$ cat src/rtl/i2s_simul_pkg.sv
package i2s_simul_pkg;
  // Lane index for the two DAC data lines.
  typedef enum logic {
    LANE_LEFT  = 1'b0,
    LANE_RIGHT = 1'b1
  } lane_e;

  localparam int NUM_LANES = 2;
endpackage

$ cat src/rtl/i2s_simul_framer.sv
// Tracks the stereo frame position from word select and captures the
// upper WORD_BITS of each channel slot.
module i2s_simul_framer #(
  parameter  int SLOT_BITS   = 32,
  parameter  int WORD_BITS   = 16,
  localparam int FRAME_SLOTS = 2 * SLOT_BITS,
  localparam int FW          = $clog2(FRAME_SLOTS)
) (
  input  logic                 clk,
  input  logic                 rst,
  input  logic                 ws,
  input  logic                 sd,
  output logic                 run,
  output logic [FW-1:0]        slot_now,
  output logic [WORD_BITS-1:0] left_word,
  output logic [WORD_BITS-1:0] right_word
);
  localparam logic [FW-1:0] LAST_SLOT = FW'(FRAME_SLOTS - 1);
  localparam logic [FW-1:0] L_LAST    = FW'(WORD_BITS - 1);
  localparam logic [FW-1:0] R_FIRST   = FW'(SLOT_BITS);
  localparam logic [FW-1:0] R_LAST    = FW'(SLOT_BITS + WORD_BITS - 1);

  logic                 ws_q;
  logic                 ws_fall;
  logic                 synced_q;
  logic [FW-1:0]        slot_q;
  logic [WORD_BITS-2:0] cap_l;
  logic [WORD_BITS-1:0] cap_r;

  // Word select history is kept through reset so a fall right after
  // release is still seen.
  always_ff @(posedge clk) ws_q <= ws;

  assign ws_fall = ws_q & ~ws;

  // The bit sampled together with a word-select fall is the last slot.
  always_comb begin
    slot_now = ws_fall ? LAST_SLOT : slot_q;
    run      = synced_q | ws_fall;
  end

  always_ff @(posedge clk) begin
    if (rst) begin
      slot_q   <= '0;
      synced_q <= 1'b0;
      cap_l    <= '0;
      cap_r    <= '0;
    end else begin
      slot_q <= slot_now + 1'b1;
      if (ws_fall) synced_q <= 1'b1;
      if (run && slot_now <= L_LAST)
        cap_l <= {cap_l[WORD_BITS-3:0], sd};
      if (run && slot_now >= R_FIRST && slot_now <= R_LAST)
        cap_r <= {cap_r[WORD_BITS-2:0], sd};
    end
  end

  // Left word including the bit on the line right now.
  assign left_word  = {cap_l, sd};
  assign right_word = cap_r;
endmodule

$ cat src/rtl/i2s_simul_lane.sv
// One DAC data line: parallel load, shift out MSB first.
module i2s_simul_lane #(
  parameter int WORD_BITS = 16
) (
  input  logic                 clk,
  input  logic                 rst,
  input  logic                 load,
  input  logic                 shift,
  input  logic [WORD_BITS-1:0] word,
  output logic                 ser_out
);
  logic [WORD_BITS-1:0] sr;

  always_ff @(posedge clk) begin
    if (rst)        sr <= '0;
    else if (load)  sr <= word;
    else if (shift) sr <= {sr[WORD_BITS-2:0], 1'b0};
  end

  assign ser_out = sr[WORD_BITS-1];
endmodule

$ cat src/rtl/i2s_simul_strobe.sv
// Registered DAC clock and latch strobe derived from the next interval.
module i2s_simul_strobe #(
  parameter  int FW        = 6,
  parameter  int CLK_DIV   = 4,
  parameter  int LOAD_SLOT = 16,
  localparam int DW        = $clog2(CLK_DIV)
) (
  input  logic          clk,
  input  logic          rst,
  input  logic          run,
  input  logic [FW-1:0] next_slot,
  output logic          sclk,
  output logic          le
);
  // Strobe covers the last quarter of the final bit and the first
  // quarter of the new word: both edges sit between DAC clock edges.
  localparam logic [FW-1:0] LE_ON  = FW'(LOAD_SLOT - 1);
  localparam logic [FW-1:0] LE_END = FW'(LOAD_SLOT);

  always_ff @(posedge clk) begin
    if (rst || !run) begin
      sclk <= 1'b0;
      le   <= 1'b0;
    end else begin
      sclk <= next_slot[DW-1];
      le   <= (next_slot == LE_ON) || (next_slot == LE_END);
    end
  end
endmodule

$ cat src/rtl/i2s_simul_dac_bridge.sv
// I2S in, simultaneous left/right serial data with latch strobe out.
module i2s_simul_dac_bridge
  import i2s_simul_pkg::*;
#(
  parameter int SLOT_BITS = 32,
  parameter int WORD_BITS = 16,
  parameter int CLK_DIV   = 4
) (
  input  logic bclk,
  input  logic rst,
  input  logic ws,
  input  logic sdin,
  output logic sclk_out,
  output logic data_l,
  output logic data_r,
  output logic latch_en
);
  localparam int FRAME_SLOTS = 2 * SLOT_BITS;
  localparam int FW          = $clog2(FRAME_SLOTS);
  localparam int DW          = $clog2(CLK_DIV);
  // A new word pair starts right after the left word is complete.
  localparam int LOAD_SLOT   = WORD_BITS;
  localparam logic [FW-1:0] LOAD_PREV = FW'(LOAD_SLOT - 1);

  logic                                  run;
  logic [FW-1:0]                         slot_now;
  logic [FW-1:0]                         next_slot;
  logic                                  load;
  logic                                  shift;
  logic [NUM_LANES-1:0][WORD_BITS-1:0]   words;
  logic [NUM_LANES-1:0]                  ser;

  i2s_simul_framer #(
    .SLOT_BITS (SLOT_BITS),
    .WORD_BITS (WORD_BITS)
  ) u_framer (
    .clk        (bclk),
    .rst        (rst),
    .ws         (ws),
    .sd         (sdin),
    .run        (run),
    .slot_now   (slot_now),
    .left_word  (words[LANE_LEFT]),
    .right_word (words[LANE_RIGHT])
  );

  assign next_slot = slot_now + 1'b1;
  assign load      = run && (slot_now == LOAD_PREV);
  assign shift     = run && (next_slot[DW-1:0] == '0) && !load;

  for (genvar ch = 0; ch < NUM_LANES; ch++) begin : g_lane
    i2s_simul_lane #(
      .WORD_BITS (WORD_BITS)
    ) u_lane (
      .clk     (bclk),
      .rst     (rst),
      .load    (load),
      .shift   (shift),
      .word    (words[ch]),
      .ser_out (ser[ch])
    );
  end

  i2s_simul_strobe #(
    .FW        (FW),
    .CLK_DIV   (CLK_DIV),
    .LOAD_SLOT (LOAD_SLOT)
  ) u_strobe (
    .clk       (bclk),
    .rst       (rst),
    .run       (run),
    .next_slot (next_slot),
    .sclk      (sclk_out),
    .le        (latch_en)
  );

  assign data_l = ser[LANE_LEFT];
  assign data_r = ser[LANE_RIGHT];
endmodule

$ cat config.mk
export PLATFORM = sky130hd
export DESIGN_NAME = i2s_simul_dac_bridge
export DESIGN_NICKNAME = d
export VERILOG_FILES = /design/src/rtl/i2s_simul_pkg.sv /design/src/rtl/i2s_simul_framer.sv /design/src/rtl/i2s_simul_lane.sv /design/src/rtl/i2s_simul_strobe.sv /design/src/rtl/i2s_simul_dac_bridge.sv
export SDC_FILE = /design/constraint.sdc
export NUM_CORES = 1
export LEC_CHECK = 0
export BUFFER_PORTS_ARGS = -buffer_cell sky130_fd_sc_hd__buf_2
export CORE_MARGIN = 8
export CORE_UTILIZATION = 35
export DETAILED_ROUTE_END_ITERATION = 12
export SLEW_MARGIN = 20
export SYNTH_ARGS = -nofsm -noshare
export SYNTH_HDL_FRONTEND = slang
export SYNTH_SLANG_ARGS = --single-unit
$ cat constraint.sdc
create_clock -name bclk -period 3.65 [get_ports bclk]
set_input_delay 0 -clock bclk [delete_from_list [all_inputs] [get_ports bclk]]
set_output_delay 0 -clock bclk [all_outputs]
set_load 0.1 [all_outputs]
# Word level (Yosys, flattened, before mapping)
# Index checks and enable logic that the tools add are counted.
# totals
out_inout_bits	4
inputBits	4
word_cells	36
register_bits	73
# op_classes
reduce_logical	12
magnitude_cmp	3
muxes	5
eq_ne	3
addsub	1
bitwise	3
# op_table
op	count
16-bit 2-to-1 mux	4
6-bit by 4-bit == test with 1-bit output (second input constant)	2
6-bit by 1-bit adder with 6-bit output (second input constant)	1
6-bit by 5-bit == test with 1-bit output (second input constant)	1
6-bit greater-or-equal comparator (second input constant)	1
6-bit by 4-bit less-or-equal comparator with 1-bit output (second input constant)	1
6-bit less-or-equal comparator (second input constant)	1
1-bit logical AND	6
6-bit 2-to-1 mux	1
1-bit zero test	2
2-bit zero test	1
1-bit logical OR	2
2-bit nonzero test	1
1-bit AND	1
1-bit NOT	1
1-bit OR	1

# Longest topological paths before layout
# Gate-level depths: netlist of run 1.
# depth
depth_word	9
ltp_mapped	7
ltp_nobuf	4

# Hierarchy
# A second synthesis of run 1 with hierarchy kept.
# unflattened
hier_cells	305
hier_area_um2	3229.3
# by_module_without_submodules
module	cells_each	area_each_um2	seq_area_each_um2	instances
i2s_simul_lane	71	764.5	320.3	2
i2s_simul_framer	142	1483.9	780.7	1
i2s_simul_dac_bridge	14	117.6	0.0	1
i2s_simul_strobe	7	98.8	40.0	1

# Least setup slack after synthesis of run 1
# No wires, ideal clock.
# synth_path
kind	flip-flop to flip-flop
start	register u_framer.slot_q[0]
end	register g_lane[1].u_lane.sr[10]
n_path_buf	2
t_arrival_ns	1.335
period_less_slack_ns	1.424
path_stages_with_launch	7
setup_ns	0.089
setup_slack_ns	2.226
t_required_ns	3.561
path_cell_list	dfxtp_1 and4_4 and4_1 buf_4 buf_6 nand2_1 a311oi_2
# synth_via
elab_chain_len	6
word_cells_on_any_way	10
classes_between	add/sub: 1; eq/ne: 1; mux: 2; reduce/logical: 6
# synth_lines
element	line	source
start: declaration	i2s_simul_framer.sv:26	logic [FW-1:0] slot_q;
start signal: assignment	i2s_simul_framer.sv:49	slot_q <= slot_now + 1'b1;
6-bit 2-to-1 mux *	i2s_simul_framer.sv:38	slot_now = ws_fall ? LAST_SLOT : slot_q;
6-bit by 1-bit adder with 6-bit output / 6-bit by 4-bit == test with 1-bit output (equally long branches)	i2s_simul_dac_bridge.sv:47, i2s_simul_dac_bridge.sv:48	
2-bit zero test / 1-bit logical AND (equally long branches)	i2s_simul_dac_bridge.sv:49, i2s_simul_dac_bridge.sv:48	
1-bit logical AND / 1-bit zero test (equally long branches)	i2s_simul_dac_bridge.sv:49	assign shift = run && (next_slot[DW-1:0] == '0) && !load;
1-bit logical AND	i2s_simul_dac_bridge.sv:49	
2-bit nonzero test (no source line)	-	
end signal: assignment	i2s_simul_lane.sv:16	else if (load) sr <= word;
end signal: assignment	i2s_simul_lane.sv:17	else if (shift) sr <= {sr[WORD_BITS-2:0], 1'b0};
end: declaration	i2s_simul_lane.sv:12	logic [WORD_BITS-1:0] sr;
# Mark *: on every way between the ends. The rest lies on a longest branch, timed or not.
# A chain may end at the register's enable or synchronous reset.

# Final worst setup path of run 1
# layout_path
start	register u_framer.slot_q[0]
end	register g_lane[1].u_lane.sr[8]
# Same word-level chain as after synthesis.

==> run summary, run 1 <==
# IOs - 8
DRC viols - 0
ANT nets after route - 0
Vias in the first global route - 2224
Largest net degree at the start of global routing - 47
Clk buf depth - 2
Final setup fails - 0
Clk Latency, worst-skew pair - 0.34 ns
Layout area overhead - 9.39%
CTS tree - yes
CP Data Required Time - 3.91 ns
WL/cell - 12.7 um
Row Count - 33
Port Buf Inserts - 7
Core area - 8260 um^2
Syn avg cell area - 8.53 um^2
Die area - 11700 um^2
Worst Tran Pin Value - 1.03 ns
Power Density - 469 nW/um^2
Slew HR - 30.6%
Static Leakage - 1.01 nW
CP startpoint - u_framer.slot_q[0]
Sequential share of the synthesized area - 49.0%
GRT overflow - 0
Hold Startpoint - rst
Share of layout cells above drive strength 1 - 16.1%
Biggest area consumer among synthesized cells - dfxtp_1
Final WL - 5820 um
Setup crit start kind - flip-flop
Post-synth EDFFs - 0
Number of vias per cell - 4.96
Final nets - 353
Final period util - 58.3%
Mapped Nets - 354
RSZ-0062 raised after global routing - false
#FFs+latches synth - 73
FMAX - 0.470 GHz
Post-synth top cells - nand2_1 (125), dfxtp_1 (73), nor2_1 (37)
Max FO, Critical Path - 40
Status - finished, final reports clean
Combinational Power Share - 8.2%
Worst setup path class - reg2reg
Final hold viol count - 0
Iter 0 DRT Violations - 219
Clk sink count - 73
Final min period - 2.13 ns
Largest delay share family, worst path - compound AO/OA/AOI/OAI gates
Clock Skew - 0.00644 ns
Placed wire-length estimate - 3410 um
Routability Congestion - 0.728
Max Cap Violations - 0
Inst Count DP - 441
Fin. max-slew vios - 0
Count leader, synth - nand2_1
Sequence of cells on the critical path - nand2_1, o21ai_4, buf_4, nor2_1, a311oi_2
Layout Cells excl Fill - 459
Slowest-stage cell, CP - o21ai_4
GRT Resource Usage Total - 10.9%
Drt pass-1 iters - 4
Sw Ratio - 25.3%
Post-synth ARST share - 0%
Critical path capture point type - flip-flop
Reg2reg start - u_framer.slot_q[0]
Synthesized instance count - 350
Int Power - 1.14 mW
Hold Path Class - in2reg
Clk root buf - clkbuf_8
Sw power - 387 uW
Clk pwr share - 37.1%
Synth Cell Area - 2980 um^2
Sequential share of power - 54.7%
Initial antenna violation count - 0
Antenna Cells - 0
Die X - 108 um
Global-route wire length before repair - 10200 um
Die Ht - 108 um
Post-CTS setup buffer count - 0
Crit path buf inv count - 1
CTS Buf Count - 9
Via count - 2277
Clk slew on worst S/H paths - 0.07 ns
Yosys cell types - 24
Initial Util - 36.1%
H-tree levels - 3
Max VDD drop - 0.000233 V
Main area contributors after synthesis - dfxtp_1 (49%), nand2_1 (16%), a311oi_2 (14%)
Synth top area share - 49.0%
Main synth FF type - dfxtp_1
Critical Path AT - 2.38 ns
Critical Path Max Stage Delay - 0.54 ns
Yosys warns - 0
Final Core Density - 39.5%
Total Neg Setup Slack - 0 ns
placed cells by master, fill, tap and decap left out, drive strengths merged:
cell         netlist  final
nand4              1      1
nand2            125    125
a21oi             33     33
o21ai              1      1
xnor2              3      3
nand3              4      4
nor3               4      4
a31oi              2      2
xor2               2      2
buf               10     11
dfxtp             73     73
nor2b              2      2
dlygate4sd3        0      2
and4               2      2
nand2b             3      3
nor2              37     37
a311oi            30     30
a22oi              1      1
clkbuf            15     13
clkinv             0      3
inv                2      2
per-layer routing:
| metal | GRT usage (%) | share of wire, % |
|---|---|---|
| met1 | 13.2 | 51 |
| met2 | 17.1 | 44 |
| met3 | 3.09 | 3.5 |
| met4 | 5.57 | 2.3 |
| met5 | 0 | 0 |
worst paths after layout:
| check | to | slack, ns | depth (start not counted) |
|---|---|---|---|
| worst max-delay path | g_lane[1].u_lane.sr[8] | 1.52 | 5 |
| worst min-delay path | g_lane[0].u_lane.sr[0] | 0.31 | 2 |
| worst max register to register | g_lane[1].u_lane.sr[8] | 1.52 | 5 |
| worst min register to register | u_framer.cap_l[14] | 0.46 | 2 |
kinds of logic after synthesis:
| logic type | after synthesis | share of synthesized area, % |
|---|---|---|
| buf+inv | 27 | 4.53 |
| xor+xnor | 5 | 1.47 |
| simple gates | 178 | 24.0 |
| flops | 73 | 49.0 |
| compound gates | 67 | 21.0 |
power groups by stage:
stage	logic [mW]	clock network (mW)	registers [mW]
final	0.126	0.568	0.838
after global routing	0.141	0.613	0.842
after CTS	0.127	0.583	0.838
after detailed placement	0.125	0	0.856
after global placement	0.121	0	0.855
after floorplan	0.0913	0	0.866
final cells by class:
class / instances / area, um^2
inverters: 2 / 7.51
fillers: 848 / 4990
repair buffers: 13 / 85.1
well taps: 105 / 131
multi-input cells: 250 / 1410
clock inverters: 3 / 15.0
flip-flops and latches: 73 / 1460
clock buffers: 13 / 159
timing repair:
action	CTS	global route
endpoints found under the hold margin	4	0
hold buffers	2	0
gates resized for setup	0	0
stage by stage:
step	instance area [um^2]	total power [mW]	setup WS [ns]	hold WS [ns]
detailed placement	3060	0.981	1.53	0.131
finish	3260	1.53	1.52	0.307
floorplan	2980	0.958	2.23	0.0277
global route	3260	1.60	1.31	0.320
global placement	3060	0.976	1.62	0.128
CTS	3260	1.55	1.52	0.299
sequential cells by signal, summed over array words and instances (netlist names):
name	flops
g_lane.u_lane.sr	32
u_framer.right_word	16
u_framer.cap_l	15
u_framer.slot_q	6
u_framer.synced_q	1
u_framer.ws_q	1
u_strobe.le	1
u_strobe.sclk	1
Note: power is estimated with default switching activity, not from simulation.
==> inputs of run 2 (changes only) <==
ABC_AREA = 1   (was unset)
clock period = 2.2 ns   (was 3.65 ns; I/O delays follow)
==> run summary, run 2 <==
H-tree levels - 3 (unchanged)
Clock Skew - 0.00747 ns (+0.00103 ns)
Core area - 9110 um^2 (+10%)
Layout area overhead - 7.95%
Mapped Nets - 473 (+34%)
Final instance area - 3500 um^2 (+7.2%)
CTS Buf Count - 9 (unchanged)
ANT nets after route - 0 (unchanged)
Clk root buf - clkbuf_8
Int Power - 1.96 mW (+71%)
Port Buf Inserts - 7 (unchanged)
Largest Register - g_lane.u_lane.sr
Area after DPL - 3310 um^2 (+7.9%)
CTS tree - yes
Synth Cell Area - 3240 um^2 (+8.6%)
Placed wire-length estimate - 3950 um (+16%)
Synth top area share - 45.1% (-3.9 points)
Hold Startpoint - rst
Most frequent cells in the layout - nor2_1 (109), nand2_1 (79), dfxtp_1 (73)
Initial antenna violation count - 0 (unchanged)
Count leader, synth - nor2_1
Row Count - 35 (+6.1%)
Synthesized instance count - 469 (+34%)
GRT overflow - 0 (unchanged)
Via count - 2732 (+20%)
Worst r2r path cells - 9 (+4)
Routability Congestion - 0.712 (-2.3%)
Sequential share of power - 53.4% (-1.3 points)
Final WL - 6540 um (+12%)
Clk Latency, worst-skew pair - 0.34 ns (about the same)
Worst Tran Pin Value - 0.764 ns (-0.271 ns)
Global-route wire length before repair - 11700 um (+15%)
Max FO, Critical Path - 24 (-40%)
Post-CTS setup buffer count - 0 (unchanged)
Hold path depth - 4 (+2)
Final min period - 1.75 ns (-0.375 ns)
Sw power - 720 uW (+86%)
Max VDD drop - 0.000237 V (+1.8%)
Share of layout cells above drive strength 1 - 9.30% (-6.8 points)
Reg2reg start - u_framer.ws_q
Post-synth ARST share - 0% (unchanged)
Max Cap Violations - 0 (unchanged)
Initial Util - 35.6% (-0.55 points)
Final period util - 79.6% (+21 points)
Die Ht - 112 um (+3.6%)
Clk buf depth - 2 (unchanged)
Drt pass-1 iters - 4 (unchanged)
Post-synth EDFFs - 0 (unchanged)
Clk sink count - 73 (unchanged)
Worst setup path class - reg2reg
Status - finished, final reports clean
Fillers - 973 (+15%)
Sequential share of the synthesized area - 45.1% (-3.9 points)
Main synth FF type - dfxtp_1
Final nets - 472 (+34%)
RSZ-0062 raised after global routing - false
CP startpoint - u_framer.ws_q
Iter 0 DRT Violations - 132 (-40%)
FMAX - 0.571 GHz (+21%)
RR Endpoint - g_lane[0].u_lane.sr[11]
Yosys cell types - 20 (-17%)
Yosys warns - 0 (unchanged)
Critical path capture point type - flip-flop
Syn avg cell area - 6.91 um^2 (-19%)
Final setup fails - 0 (unchanged)
Inst Count DP - 566 (+28%)
Clk slew on worst S/H paths - 0.07 ns (about the same)
Largest net degree at the start of global routing - 43 (-8.5%)
Reg2reg setup slack - 0.45 ns (-1.07 ns)
Max FFs per register - 32 (unchanged)
Biggest area consumer among synthesized cells - dfxtp_1
Power Density - 765 nW/um^2 (+63%)
WL/cell - 11.2 um (-12%)
#FFs+latches synth - 73 (unchanged)
Main area contributors after synthesis - dfxtp_1 (45%), nor2_1 (13%), nand2_1 (9.1%)
Worst hold endpoint - u_framer.slot_q[3]
Die area - 12600 um^2 (+7.3%)
CP Data Required Time - 2.45 ns (-1.46 ns)
Total power - 2.68 mW (+75%)
Total Neg Setup Slack - 0 ns (unchanged)
DRC viols - 0 (unchanged)
Clk pwr share - 34.8% (-2.3 points)
Sw Ratio - 26.9% (+1.7 points)
Antenna Cells - 0 (unchanged)
Setup crit start kind - flip-flop
Critical Path AT - 2.00 ns (-0.38 ns)
Most common cell after layout, fill and taps aside - nor2_1
Post-synth top cells - nor2_1 (109), nand2_1 (79), dfxtp_1 (73)
Slew HR - 49.0% (+18 points)
Vias in the first global route - 2541 (+14%)
Die X - 112 um (+3.6%)
Layout Cells excl Fill - 584 (+27%)
Final hold viol count - 0 (unchanged)
GRT Resource Usage Total - 11.2% (+0.35 points)
Fin. max-slew vios - 0 (unchanged)
Number of vias per cell - 4.68 (-5.7%)
# IOs - 8 (unchanged)
Hold Path Class - in2reg
Combinational Power Share - 11.8% (+3.6 points)
Static Leakage - 1.58 nW (+57%)
-- run 2: area by class of cell --
type                    count  area [um^2]  share of cell area, %
clock inverters             3         15.0                  0.429
flip-flops and latches     73         1460                   41.8
inverters                  56          210                   6.01
repair buffers             20          138                   3.93
multi-input cells         308         1380                   39.4
well taps                 111          139                   3.97
clock buffers              13          159                   4.54
-- run 2: timing repair --
item / 4_1_cts / 5_1_grt
hold buffers: 2 / 0
endpoints found under the hold margin: 4 / 0
gates resized for setup: 0 / 0
-- run 2: kinds of logic after synthesis --
group	synth area share, %
buf+inv	12.4
flops	45.1
compound gates	7.95
simple gates	34.5
-- run 2: per-layer routing --
layer	global-route usage [%]	routed length, um
met4	5.40	97
met5	0	0
met1	14.4	3390
met2	17.0	2870
met3	3.01	190
-- run 2: power groups by stage --
| stage | Clock [mW] | Combinational (mW) | Sequential, mW |
|---|---|---|---|
| 2_1_floorplan | 0 | 0.246 | 1.47 |
| 3_3_place_gp | 0 | 0.310 | 1.46 |
| 3_5_place_dp | 0 | 0.313 | 1.46 |
| 4_1_cts | 0.983 | 0.317 | 1.43 |
| 5_1_grt | 1.04 | 0.363 | 1.44 |
| 6_report | 0.932 | 0.315 | 1.43 |
-- run 2: through the flow --
| stage | setup WS [ns] | hold WS, ns | utilization [%] |
|---|---|---|---|
| final | 0.448 | 0.192 | 38.4 |
| after global routing | 0.294 | 0.221 | 38.4 |
| after CTS | 0.430 | 0.175 | 38.4 |
| after detailed placement | 0.438 | 0.133 | 36.3 |
| after global placement | 0.482 | 0.133 | 36.3 |
| after floorplan | 0.918 | 0.0277 | - |
-- run 2: how the worst max path moves through the flow --
| stage | to | slack, ns | cells past startpoint |
|---|---|---|---|
| final | g_lane[0].u_lane.sr[11] | 0.45 | 9 |
| after global routing | g_lane[0].u_lane.sr[14] | 0.29 | 9 |
| after CTS | g_lane[0].u_lane.sr[11] | 0.43 | 8 |
| after detailed placement | g_lane[0].u_lane.sr[11] | 0.44 | 8 |
| after global placement | g_lane[0].u_lane.sr[11] | 0.48 | 9 |
| after floorplan | g_lane[0].u_lane.sr[15] | 0.92 | 4 |
-- run 2: critical path, stage by stage, from the launching register on --
cell     delay, ns
dfxtp_1       0.32
nand2_4       0.13
nand2_2       0.11
nor2_4        0.45
nand3_2       0.14
buf_4         0.24
nand2_1       0.07
nand3_1       0.09
nand2_1       0.08
inv_1         0.03
